==> src/rtl/prio_irq_ctrl.sv <==
module prio_irq_ctrl #(
  parameter int N  = 8,
  parameter int LW = 3,
  localparam int AW = $clog2(N + 3),
  localparam int DW = (N > LW) ? N : LW,
  localparam int IW = $clog2(N)
) (
  input  logic          clk,
  input  logic          rst_n,
  input  logic [N-1:0]  req_i,
  input  logic          wr_en,
  input  logic [AW-1:0] wr_addr,
  input  logic [DW-1:0] wr_data,
  input  logic          irq_ack,
  output logic          irq_valid,
  output logic [IW-1:0] irq_idx
);

  logic                  en_q;
  logic [LW-1:0]         ipl_q;
  logic [N-1:0]          pend_q;
  logic [N-1:0]          req_q;
  logic [N-1:0][LW-1:0]  lvl_q;

  wire [N-1:0] rise    = req_i & ~req_q;
  wire [N-1:0] sw_clr  = (wr_en && wr_addr == AW'(2)) ? ~wr_data[N-1:0] : '0;
  wire [N-1:0] ack_clr = (irq_ack && irq_valid) ? (N'(1) << irq_idx) : '0;

  always_ff @(posedge clk or negedge rst_n) begin
    if (!rst_n) begin
      en_q   <= 1'b0;
      ipl_q  <= '0;
      pend_q <= '0;
      req_q  <= '0;
    end else begin
      req_q  <= req_i;
      pend_q <= (pend_q & ~sw_clr & ~ack_clr) | rise;
      if (wr_en && wr_addr == AW'(0)) en_q  <= wr_data[0];
      if (wr_en && wr_addr == AW'(1)) ipl_q <= wr_data[LW-1:0];
    end
  end

  for (genvar i = 0; i < N; i++) begin : g_lvl
    always_ff @(posedge clk or negedge rst_n) begin
      if (!rst_n)
        lvl_q[i] <= '0;
      else if (wr_en && wr_addr == AW'(3 + i))
        lvl_q[i] <= wr_data[LW-1:0];
    end
  end

  logic          found;
  logic [LW-1:0] best_lvl;
  logic [IW-1:0] best_idx;

  always_comb begin
    found    = 1'b0;
    best_lvl = '0;
    best_idx = '0;
    for (int i = 0; i < N; i++) begin
      if (en_q && pend_q[i] && lvl_q[i] > ipl_q && (!found || lvl_q[i] > best_lvl)) begin
        found    = 1'b1;
        best_lvl = lvl_q[i];
        best_idx = IW'(i);
      end
    end
  end

  assign irq_valid = found;
  assign irq_idx   = best_idx;

endmodule


==> config.mk <==
export PLATFORM = sky130hd
export DESIGN_NAME = prio_irq_ctrl
export DESIGN_NICKNAME = d
export VERILOG_FILES = /design/src/rtl/prio_irq_ctrl.sv
export SDC_FILE = /design/constraint.sdc
export NUM_CORES = 1
export LEC_CHECK = 0
export ABC_AREA = 1
export BUFFER_PORTS_ARGS = -buffer_cell sky130_fd_sc_hd__buf_4
export CORE_ASPECT_RATIO = 0.6
export CORE_UTILIZATION = 60
export DETAILED_ROUTE_END_ITERATION = 10
export MAX_ROUTING_LAYER = met4
export PLACE_DENSITY_LB_ADDON = 0.08
export SLEW_MARGIN = 0
export SYNTH_ARGS = -nofsm -noshare
export SYNTH_HDL_FRONTEND = slang
export SYNTH_SLANG_ARGS = --single-unit
==> constraint.sdc <==
create_clock -name clk -period 15.4 [get_ports clk]
set_input_delay 3.08 -clock clk [delete_from_list [all_inputs] [get_ports clk]]
set_output_delay 3.08 -clock clk [all_outputs]
set_load 0.05 [all_outputs]
==> impl_results.rst, run 1 <==
.. list-table::
   :header-rows: 1

   * - Metric
     - Value
   * - GRT Util Overall
     - 31.3%
   * - Capture instance of the worst register-to-register path
     - pend_q[1]
   * - Total number of nets in the final design
     - between 500 and 600
   * - Fraction of synthesis flops using an asynchronous set or reset pin
     - 100%
   * - Crit path top cell by count
     - sky130_fd_sc_hd__nand2_1
   * - Final clock period utilization by the worst path
     - 79.2%
   * - Share of final-layout standard cells stronger than drive strength 1
     - 15.6%
   * - Dpl hpwl
     - 6480 microns
   * - Number of antenna violations at the first check in global routing
     - 0
   * - Number of endpoints failing setup at the final stage
     - 0
   * - Total inserted antenna cells
     - 0
   * - Clock-pin slew reported for the worst setup and hold paths after clock tree synthesis
     - 0.09 ns
   * - Row cnt
     - 20
   * - CTS root buf
     - sky130_fd_sc_hd__clkbuf_8
   * - Combinational family with the most area after synthesis
     - simple AND/OR/NAND/NOR gates
   * - Largest net degree at the start of global routing
     - 45
   * - Post-Synthesis Cells
     - 446
   * - Number of remaining DRC errors
     - 0
   * - Kind of start point of the critical path
     - flip-flop
   * - Most instantiated flip-flop cell in the synthesis netlist
     - sky130_fd_sc_hd__dfrtp_1
   * - Data arrival time of the worst path
     - 9.12 ns
   * - Synthesized area
     - 3360 sq um
   * - Clock sinks
     - 44
   * - Number of synthesized flops with an enable pin
     - 0
   * - Multiplexer area fraction after synthesis
     - 0%
   * - Result of the run
     - completed
   * - Final Util
     - a little under three quarters
   * - First DRT Iteration DRCs
     - 173
   * - Launch instance of the worst min-delay path
     - req_q[7]
   * - Placeable Area
     - 5230 sq um
   * - Cell depth of the worst hold path
     - 1
   * - Port buffer count
     - 27
   * - Hold-fix buffer count after cts
     - 0
   * - Die Span X
     - 98.6 microns
   * - Reg2reg path depth
     - 69
   * - Average vias per placed instance
     - about 5.5
   * - Min Clock Period, post-route
     - about 12 ns
   * - Compound-gate portion of the synthesized area
     - between 10 and 15%
   * - Number of instances resized during post-cts repair
     - 0
   * - Critical path's largest stage delay
     - roughly 0.4 ns
   * - Type of destination of the critical path
     - output port
   * - TritonCTS Buffers
     - 5
   * - CP Class
     - reg -> out
   * - Worst setup startpoint
     - ipl_q[1]
   * - Hold Path End
     - pend_q[7]
   * - Most frequent cell after synthesis
     - sky130_fd_sc_hd__nand2_1
   * - Max Transition Viols Final
     - 0
   * - Share of the synthesized area in the top cell type
     - 32.8%
   * - Post-synthesis register bit count
     - 44
   * - Number of top-level pins
     - 28
   * - Origin of the critical flop-to-flop path
     - ipl_q[1]
   * - Synth top cells by count
     - sky130_fd_sc_hd__nand2_1 (131), sky130_fd_sc_hd__inv_1 (55), sky130_fd_sc_hd__ha_1 (45)
   * - Synthesized net count
     - 515
   * - Worst vdd rail ir drop
     - 0.0826 mV
   * - Simple-gate portion of the synthesized area
     - ~32%
   * - CTS max path bufs
     - 2
   * - Maximum achievable frequency
     - 82.0 MHz
   * - Class of the tightest hold or removal check
     - reg -> reg
   * - Max-cap check violation count
     - 0
   * - Pwr Density
     - 189 nW/um^2
   * - Flop2flop setup slack
     - 6.27 ns
   * - GP Congestion
     - ~0.93
   * - WL/cell
     - 14.8 microns
   * - Mean post-synth cell area
     - about 7.5 sq um
   * - Slowest stage cell, crit path
     - sky130_fd_sc_hd__dfrtp_1
   * - Syn-to-layout area delta
     - 11.8%
   * - Leakage Power
     - about 2.0 nW
   * - Synth Area in Adders
     - 16.8%
   * - Tightest slew margin relative to the limit
     - ~62%
   * - Actual transition at the worst max-transition pin
     - 0.568 ns
   * - Grt ovf
     - 0
   * - CTS H-tree lvls
     - 2
   * - RSZ-0062 raised after global routing
     - no
   * - Placed inst area
     - 3630 sq um
   * - Die height
     - 59.9 microns
   * - Wire length of the first global-routing pass
     - 13,300 microns
   * - Post-route cell area
     - 3750 sq um
   * - Final number of hold-violating endpoints
     - 0
   * - Antenna viol nets, final
     - 0
   * - Cell type with the highest aggregate area in the netlist
     - sky130_fd_sc_hd__dfrtp_1
   * - Worst-Skew Late Latency
     - 0.31 ns
   * - Cells taking the most area after synthesis
     - sky130_fd_sc_hd__dfrtp_1 (33%), sky130_fd_sc_hd__ha_1 (17%), sky130_fd_sc_hd__nand2_1 (15%)
   * - Total of warnings raised by yosys
     - 0
   * - Effective utilization at floorplan
     - between 60% and 70%
   * - TritonCTS clock tree
     - yes
   * - Post-CTS setup buffer count
     - 0
   * - Post-synthesis sequential area ratio
     - 32.8%
   * - Routed wire length
     - 8060 microns
   * - 1st-pass router iterations
     - 7
   * - Number of global-route vias before repair
     - between 2,000 and 3,000
   * - Area of the die
     - 5910 sq um
   * - Fraction of synthesized cell area in xor and xnor cells
     - 0%
   * - Total number of vias
     - 2,990
   * - Post-synthesis cell type count
     - 27
   * - Required time of the critical path
     - 12.32 ns
   * - Setup_tns
     - 0 ns
   * - Maximum net fanout on the critical path
     - 9
   * - Setup Skew
     - 0.00712 ns
## per-layer routing
layer,wire [microns],up-vias,track usage (%)
met5,0,-,-
met4,82,0,7.46
met3,569,11,5.61
met2,3160,85,42.7
met1,4250,1363,47.4
li1,-,1531,-
## logic make-up (layout without fill, tap and decap cells)
group           after synthesis  in the layout
simple gates                227            227
compound gates               68             68
buf+inv                      62             96
fa+ha+maj                    45             45
flops                        44             44
## placed cells by master (no fill, tap or decap), types with 6 or more instances in the layout
cell                       count
sky130_fd_sc_hd__nand2_2       9
sky130_fd_sc_hd__dfrtp_1      44
sky130_fd_sc_hd__clkbuf_8      6
sky130_fd_sc_hd__nor2_1       15
sky130_fd_sc_hd__nand2_1     131
sky130_fd_sc_hd__ha_1         45
sky130_fd_sc_hd__a21oi_1      17
sky130_fd_sc_hd__inv_2         6
sky130_fd_sc_hd__nand3_1      38
sky130_fd_sc_hd__buf_4        27
sky130_fd_sc_hd__o21ai_0      43
sky130_fd_sc_hd__inv_1        55
sky130_fd_sc_hd__nand2_4       9
## sequential cells by signal, summed over array words and instances, names as in the netlist
signal  count
lvl_q      24
pend_q      8
req_q       8
ipl_q       3
en_q        1
## where the power goes
part	internal, W	switching, W	total, W
Sequential	0.000141	0.0000279	0.000169
Combinational	0.000160	0.000286	0.000447
Clock	0.0000531	0.0000424	0.0000955
Total	0.000354	0.000357	0.000711
## worst max-delay path by stage
stage,endpoint,slack [ns],cells past startpoint
global placement,irq_idx[1],3.92,66
finish,irq_idx[1],3.20,66
detailed placement,irq_idx[1],3.61,65
floorplan,irq_idx[2],4.59,64
CTS,irq_idx[1],3.26,65
global route,irq_idx[1],2.17,65
## cell type report
class | count | area, sq um
multi-input combinational | 340 | 2020
sequential | 44 | 1100
clock buffer | 6 | 82.6
fill | 416 | 1480
clock inverter | 2 | 38.8
timing repair buffer | 27 | 203
inverter | 61 | 229
tap | 66 | 82.6
## worst max-delay path, delay by kind of cell (launching register included)
family	cells	cell delay (ns)
simple gates	40	3.71
fa+ha+maj	8	2.36
compound gates	12	1.49
buf+inv	6	0.80
flops	1	0.39
## per-stage QoR
stage	hold WS (ns)	worst slack [ns]	total power, W	instances
2_1_floorplan	0.410	4.59	0.000504	446
3_3_place_gp	0.414	3.92	0.000594	538
3_5_place_dp	0.421	3.61	0.000610	538
4_1_cts	0.432	3.26	0.000707	546
5_1_grt	0.440	2.17	0.000781	546
6_report	0.429	3.20	0.000711	546
(Power assumes the default switching activity.)
==> run 2: changes to the inputs <==
- CORE_UTILIZATION: 60 -> 55
- clock period: 15.4 -> 10.4 ns (I/O delays scaled with it)
==> impl_results.rst, run 2 (synthesis results as in run 1) <==
.. list-table::
   :header-rows: 1

   * - Metric
     - Value
   * - Number of remaining DRC errors
     - 0 (unchanged)
   * - Max Transition Viols Final
     - 0 (unchanged)
   * - First DRT Iteration DRCs
     - 262 (+51%)
   * - Crit path top cell by count
     - sky130_fd_sc_hd__nand2_2
   * - Type of destination of the critical path
     - output port
   * - Placed inst area
     - 3690 sq um (+1.7%)
   * - Result of the run
     - finished, violations left
   * - Antenna viol nets, final
     - 0 (unchanged)
   * - Number of top-level pins
     - 28 (unchanged)
   * - TritonCTS clock tree
     - yes
   * - Share of final-layout standard cells stronger than drive strength 1
     - 32.8% (+17 points)
   * - Setup Skew
     - 0.00676 ns (-0.000360 ns)
   * - Flip-flop count of the largest register after layout
     - 24 (unchanged)
   * - Max-cap check violation count
     - 0 (unchanged)
   * - Required time of the critical path
     - 8.32 ns (-4.00 ns)
   * - Dpl hpwl
     - 6660 microns (+2.9%)
   * - Die height
     - 62.5 microns (+4.3%)
   * - M3 GR Usage
     - 7.49% (+1.9 points)
   * - Post-route worst setup slack
     - -0.0301 ns (-3.23 ns)
   * - CTS max path bufs
     - 2 (unchanged)
   * - CTS H-tree lvls
     - 2 (unchanged)
   * - Syn-to-layout area delta
     - 31.9%
   * - Leakage Power
     - 2.27 nW (+11%)
   * - Critical path's largest stage delay
     - 0.42 ns (+0.03 ns)
   * - Most frequent cells in the layout
     - sky130_fd_sc_hd__nand2_1 (107), sky130_fd_sc_hd__buf_4 (50), sky130_fd_sc_hd__inv_1 (49), sky130_fd_sc_hd__dfrtp_1 (44), sky130_fd_sc_hd__o21ai_0 (36)
   * - Class of the tightest hold or removal check
     - reg -> reg
   * - Number of antenna violations at the first check in global routing
     - 0 (unchanged)
   * - Slowest stage cell, crit path
     - sky130_fd_sc_hd__dfrtp_1
   * - Setup_tns
     - -0.0455 ns (-0.0455 ns)
   * - RSZ-0062 raised after global routing
     - yes
   * - Area of the die
     - 6430 sq um (+8.8%)
   * - Total number of nets in the final design
     - 577 (+5.3%)
   * - Count of fill cells added during filler insertion
     - 414 (-0.48%)
   * - Failing checks
     - negative setup slack
   * - Die Span X
     - 103 microns (+4.4%)
   * - Routed wire length
     - 9850 microns (+22%)
   * - Wire length of the first global-routing pass
     - 14,000 microns (+5.3%)
   * - Effective utilization at floorplan
     - 58.6% (-5.6 points)
   * - CP Class
     - reg -> out
   * - Number of endpoints failing setup at the final stage
     - 3 (+3)
   * - Largest Register
     - lvl_q
   * - Hold-fix buffer count after cts
     - 0 (unchanged)
   * - Most common cell after layout, fill and taps aside
     - sky130_fd_sc_hd__nand2_1
   * - Post-route cell area
     - 4430 sq um (+18%)
   * - Actual transition at the worst max-transition pin
     - 0.559 ns (-0.00886 ns)
   * - Final clock period utilization by the worst path
     - 100%
   * - GRT Util Overall
     - 30.1% (-1.2 points)
   * - Maximum achievable frequency
     - 95.9 MHz
   * - Average vias per placed instance
     - 5.60 (+2.3%)
   * - Global-route met1 utilization
     - 45.0% (-2.4 points)
   * - Min Clock Period, post-route
     - 10.43 ns
   * - Number of global-route vias before repair
     - 2,844 (+6.4%)
   * - Row cnt
     - 21 (+5.0%)
   * - Worst vdd rail ir drop
     - 0.149 mV (+80%)
   * - Kind of start point of the critical path
     - flip-flop
   * - Pwr Density
     - 301 nW/um^2 (+59%)
   * - Met2 routing resource usage after global routing
     - 41.3% (-1.4 points)
   * - Data arrival time of the worst path
     - 8.35 ns (-0.77 ns)
   * - Tightest slew margin relative to the limit
     - 62.7% (+0.59 points)
   * - Total inserted antenna cells
     - 0 (unchanged)
   * - Largest net degree at the start of global routing
     - 45 (unchanged)
   * - TritonCTS Buffers
     - 5 (unchanged)
   * - Worst-Skew Late Latency
     - 0.31 ns (about the same)
   * - Most Used Layer, Global Route
     - met1
   * - CTS root buf
     - sky130_fd_sc_hd__clkbuf_8
   * - Grt ovf
     - 0 (unchanged)
   * - Largest registers
     - lvl_q (24), pend_q (8), req_q (8)
   * - Placeable Area
     - 5730 sq um (+9.5%)
   * - WL/cell
     - 16.7 microns (+13%)
   * - Port buffer count
     - 27 (unchanged)
   * - Maximum net fanout on the critical path
     - 7 (-2)
   * - 1st-pass router iterations
     - 5 (-2)
   * - Clock sinks
     - 44 (unchanged)
   * - Clock-pin slew reported for the worst setup and hold paths after clock tree synthesis
     - 0.09 ns (about the same)
   * - GP Congestion
     - 0.992 (+6.8%)
   * - Final number of hold-violating endpoints
     - 0 (unchanged)
   * - Total number of vias
     - 3,301 (+10%)
## run 2: changes by cell type in the layout (fill, tap and decap cells not counted), moves of 8 or more
cell,before,now
sky130_fd_sc_hd__nand2_4,9,17
sky130_fd_sc_hd__nand2_2,9,25
sky130_fd_sc_hd__buf_4,27,50
sky130_fd_sc_hd__nand3_1,38,30
sky130_fd_sc_hd__nand2_1,131,107
sky130_fd_sc_hd__ha_4,0,15
sky130_fd_sc_hd__ha_1,45,30
## run 2: layer usage
metal  wire, microns  up-vias
met5               0        -
met4             195        0
met3             874       26
met2            4160      135
met1            4620     1550
li1                -     1590
## run 2: what timing repair did
item / in CTS / in global routing
endpoints found under the setup margin: 3 / 3
resized for setup: 19 / 76
endpoints found under the hold margin: 0 / 0
setup buffers: 10 / 13
pin swaps: 11 / 62
## run 2: final timing paths
check | from | to | slack, ns | depth (start not counted)
max | lvl_q[2] | irq_idx[1] | -0.03 | 63
max reg2reg | lvl_q[2] | pend_q[1] | 1.87 | 67
min in group asynchronous | rst_n | lvl_q[3] | 1.76 | 1
max in group asynchronous | rst_n | pend_q[2] | 8.26 | 1
min | req_q[7] | pend_q[7] | 0.43 | 1
min reg2reg | req_q[7] | pend_q[7] | 0.43 | 1
## run 2: power by group
part           leakage, nW  internal [W]  total, W  switching, W
sequential           0.519      0.000209  0.000253     0.0000443
clock               0.0614     0.0000787  0.000143     0.0000644
combinational         1.69      0.000395  0.000937      0.000543
total                 2.27      0.000682   0.00133      0.000652
## run 2: worst max-delay path: cells and delay by family (launching register included)
| family | cells | cell delay (ns) |
|---|---|---|
| AO/OA/AOI/OAI | 13 | 1.35 |
| adder cells (fa/ha/maj) | 8 | 2.04 |
| buffers and inverters | 4 | 0.44 |
| flip-flops | 1 | 0.42 |
| AND/OR/NAND/NOR | 38 | 3.77 |
## run 2: area by class of cell
cell class / instances / area [sq um] / share of cell area [%]
Multi-Input combinational cell: 340 / 2420 / 54.7
Clock buffer: 6 / 82.6 / 1.87
Timing Repair Buffer: 56 / 450 / 10.2
Tap cell: 80 / 100 / 2.26
Clock inverter: 2 / 38.8 / 0.876
Inverter: 61 / 234 / 5.29
Sequential cell: 44 / 1100 / 24.9
## run 2: metrics by stage
stage	setup WS [ns]	utilization [%]	cells	power [W]	hold WS, ns
CTS	0.00187	69.9	576	0.00113	0.433
global route	-0.458	77.3	589	0.00142	0.447
global placement	0.205	64.5	558	0.000885	0.419
detailed placement	-0.0698	64.5	558	0.000910	0.421
finish	-0.0301	77.3	589	0.00133	0.433
floorplan	0.592	-	446	0.000747	0.410
==> run 3: changes to the inputs <==
- BUFFER_PORTS_ARGS: -buffer_cell sky130_fd_sc_hd__buf_4 -> -buffer_cell sky130_fd_sc_hd__buf_2
- CTS_BUF_LIST: unset -> sky130_fd_sc_hd__clkbuf_4 sky130_fd_sc_hd__clkbuf_8 sky130_fd_sc_hd__clkbuf_16
==> impl_results.rst, run 3 (synthesis results as in run 1) <==
.. list-table::
   :header-rows: 1

   * - Metric
     - Value
   * - Result of the run
     - completed
   * - TritonCTS clock tree
     - yes
   * - Port buffer count
     - 27 (unchanged)
   * - Routed wire length
     - 10,300 microns (+4.3%)
   * - Die height
     - 62.5 microns (unchanged)
   * - Number of global-route vias before repair
     - 2,862 (+0.63%)
   * - Kind of start point of the critical path
     - flip-flop
   * - WL/cell
     - 17.1 microns (+2.2%)
   * - Post-route cell area
     - 4560 sq um (+3.0%)
   * - 1st-pass router iterations
     - 5 (unchanged)
   * - Most common cell after layout, fill and taps aside
     - sky130_fd_sc_hd__nand2_1
   * - Final clock period utilization by the worst path
     - 98.8% (-1.5 points)
   * - Largest Register
     - lvl_q
   * - Max Transition Viols Final
     - 0 (unchanged)
   * - Syn-to-layout area delta
     - 35.9%
   * - Total number of nets in the final design
     - 589 (+2.1%)
   * - Row cnt
     - 21 (unchanged)
   * - Post-placement cell count
     - 556 (-0.36%)
   * - Final Util
     - 79.6% (+2.3 points)
   * - Largest registers
     - lvl_q (24), pend_q (8), req_q (8)
   * - GRT Util Overall
     - 30.3% (+0.27 points)
   * - Required time of the critical path
     - 8.32 ns (about the same)
   * - Gate family responsible for the most delay along the worst path
     - simple AND/OR/NAND/NOR gates
   * - Slowest stage cell, crit path
     - sky130_fd_sc_hd__dfrtp_1
   * - Most frequent cells in the layout
     - sky130_fd_sc_hd__nand2_1 (105), sky130_fd_sc_hd__inv_1 (49), sky130_fd_sc_hd__dfrtp_1 (44), sky130_fd_sc_hd__buf_4 (39), sky130_fd_sc_hd__o21ai_0 (36)
   * - First DRT Iteration DRCs
     - 298 (+14%)
   * - Pwr Density
     - 310 nW/um^2 (+2.9%)
   * - Data arrival time of the worst path
     - 8.20 ns (-0.15 ns)
   * - Maximum achievable frequency
     - 97.3 MHz (+1.5%)
   * - Worst-Skew Late Latency
     - 0.31 ns (about the same)
   * - Dpl hpwl
     - 6520 microns (-2.1%)
   * - Critical path's largest stage delay
     - 0.41 ns (about the same)
   * - Effective utilization at floorplan
     - 58.6% (unchanged)
   * - TritonCTS Buffers
     - 5 (unchanged)
   * - Placeable Area
     - 5730 sq um (unchanged)
   * - Average vias per placed instance
     - 5.58 (-0.45%)
   * - Number of remaining DRC errors
     - 0 (unchanged)
   * - Placed inst area
     - 3610 sq um (-2.2%)
   * - Number of top-level pins
     - 28 (unchanged)
   * - Leakage Power
     - 2.35 nW (+3.5%)
   * - Number of non-filler instances in the completed layout
     - 601 (+2.0%)
   * - Flip-flop count of the largest register after layout
     - 24 (unchanged)
   * - Min Clock Period, post-route
     - 10.28 ns (-0.153 ns)
   * - Worst-case hold slack
     - 0.448 ns (+0.0144 ns)
   * - CTS H-tree lvls
     - 2 (unchanged)
   * - CTS max path bufs
     - 2 (unchanged)
   * - Worst vdd rail ir drop
     - 0.143 mV (-4.0%)
   * - Area of the die
     - 6430 sq um (unchanged)
   * - Largest net degree at the start of global routing
     - 45 (unchanged)
   * - CTS root buf
     - sky130_fd_sc_hd__clkbuf_8
   * - Total inserted antenna cells
     - 0 (unchanged)
   * - Tightest slew margin relative to the limit
     - 33.0% (-30 points)
   * - CP Class
     - reg -> out
   * - Total number of vias
     - 3,353 (+1.6%)
   * - Antenna viol nets, final
     - 0 (unchanged)
   * - Final number of hold-violating endpoints
     - 0 (unchanged)
   * - Die Span X
     - 103 microns (unchanged)
   * - Class of the tightest hold or removal check
     - reg -> reg
   * - Clock-pin slew reported for the worst setup and hold paths after clock tree synthesis
     - 0.09 ns (about the same)
   * - Max-cap check violation count
     - 0 (unchanged)
   * - Setup Skew
     - 0.00838 ns (+0.00162 ns)
   * - Share of final-layout standard cells stronger than drive strength 1
     - 36.9% (+4.0 points)
   * - Clock sinks
     - 44 (unchanged)
   * - Number of antenna violations at the first check in global routing
     - 0 (unchanged)
   * - Crit path top cell by count
     - sky130_fd_sc_hd__nand2_2
   * - Grt ovf
     - 0 (unchanged)
   * - Type of destination of the critical path
     - output port
   * - Power Total
     - 0.00141 W (+6.0%)
   * - Actual transition at the worst max-transition pin
     - 1.01 ns (+0.446 ns)
   * - Buf/Inv on CP
     - 6 (+2)
   * - Maximum net fanout on the critical path
     - 6 (-1)
   * - GP Congestion
     - 0.936 (-5.6%)
   * - Number of endpoints failing setup at the final stage
     - 0 (-3)
   * - Wire length of the first global-routing pass
     - 14,200 microns (+1.9%)
## run 3: what timing repair did
| action | in CTS | in global routing |
|---|---|---|
| endpoints found under the setup margin | 3 | 3 |
| hold buffers | 0 | 0 |
| resized for setup | 30 | 87 |
| pin swaps | 12 | 62 |
| setup buffers | 9 | 28 |
## run 3: worst reg2reg max path: cells and delay by family (launching register included)
family                   cells  cell delay (ns)
buffers and inverters        7             0.69
adder cells (fa/ha/maj)      8             1.93
AO/OA/AOI/OAI               12             1.58
flip-flops                   1             0.41
AND/OR/NAND/NOR             42             3.74
## run 3: report_power, final
group	internal [W]	switching, W	leakage (nW)
clock network	0.0000787	0.0000649	0.0614
logic	0.000434	0.000581	1.77
registers	0.000209	0.0000459	0.519
## run 3: area by class of cell
class | count | area, sq um
clock inverter | 2 | 38.8
inverter | 61 | 236
tap | 80 | 100
multi-input combinational | 340 | 2520
fill | 382 | 1170
clock buffer | 6 | 82.6
sequential | 44 | 1100
timing repair buffer | 68 | 477
## run 3: path summary, 6_finish.rpt
check | start | end | slack [ns] | cells past startpoint
max | lvl_q[0] | irq_idx[1] | 0.12 | 64
min in group asynchronous | rst_n | lvl_q[1] | 1.93 | 1
max in group asynchronous | rst_n | pend_q[4] | 7.84 | 1
max reg2reg | lvl_q[0] | pend_q[1] | 1.93 | 69
min | req_q[7] | pend_q[7] | 0.45 | 1
min reg2reg | req_q[7] | pend_q[7] | 0.45 | 1
## run 3: metrics by stage
stage | setup TNS, ns | setup slack, ns
4_1_cts | 0 | 0.00157
6_report | 0 | 0.123
3_5_place_dp | -0.217 | -0.105
3_3_place_gp | 0 | 0.160
2_1_floorplan | 0 | 0.592
5_1_grt | -0.897 | -0.312
## run 3: layer usage
| layer | up-vias | global-route usage [%] | part of all wire [%] |
|---|---|---|---|
| li1 | 1614 | - | - |
| met1 | 1571 | 46.4 | 46 |
| met2 | 150 | 41.7 | 43 |
| met3 | 18 | 6.60 | 8.8 |
| met4 | 0 | 4.23 | 1.3 |
| met5 | - | - | 0 |
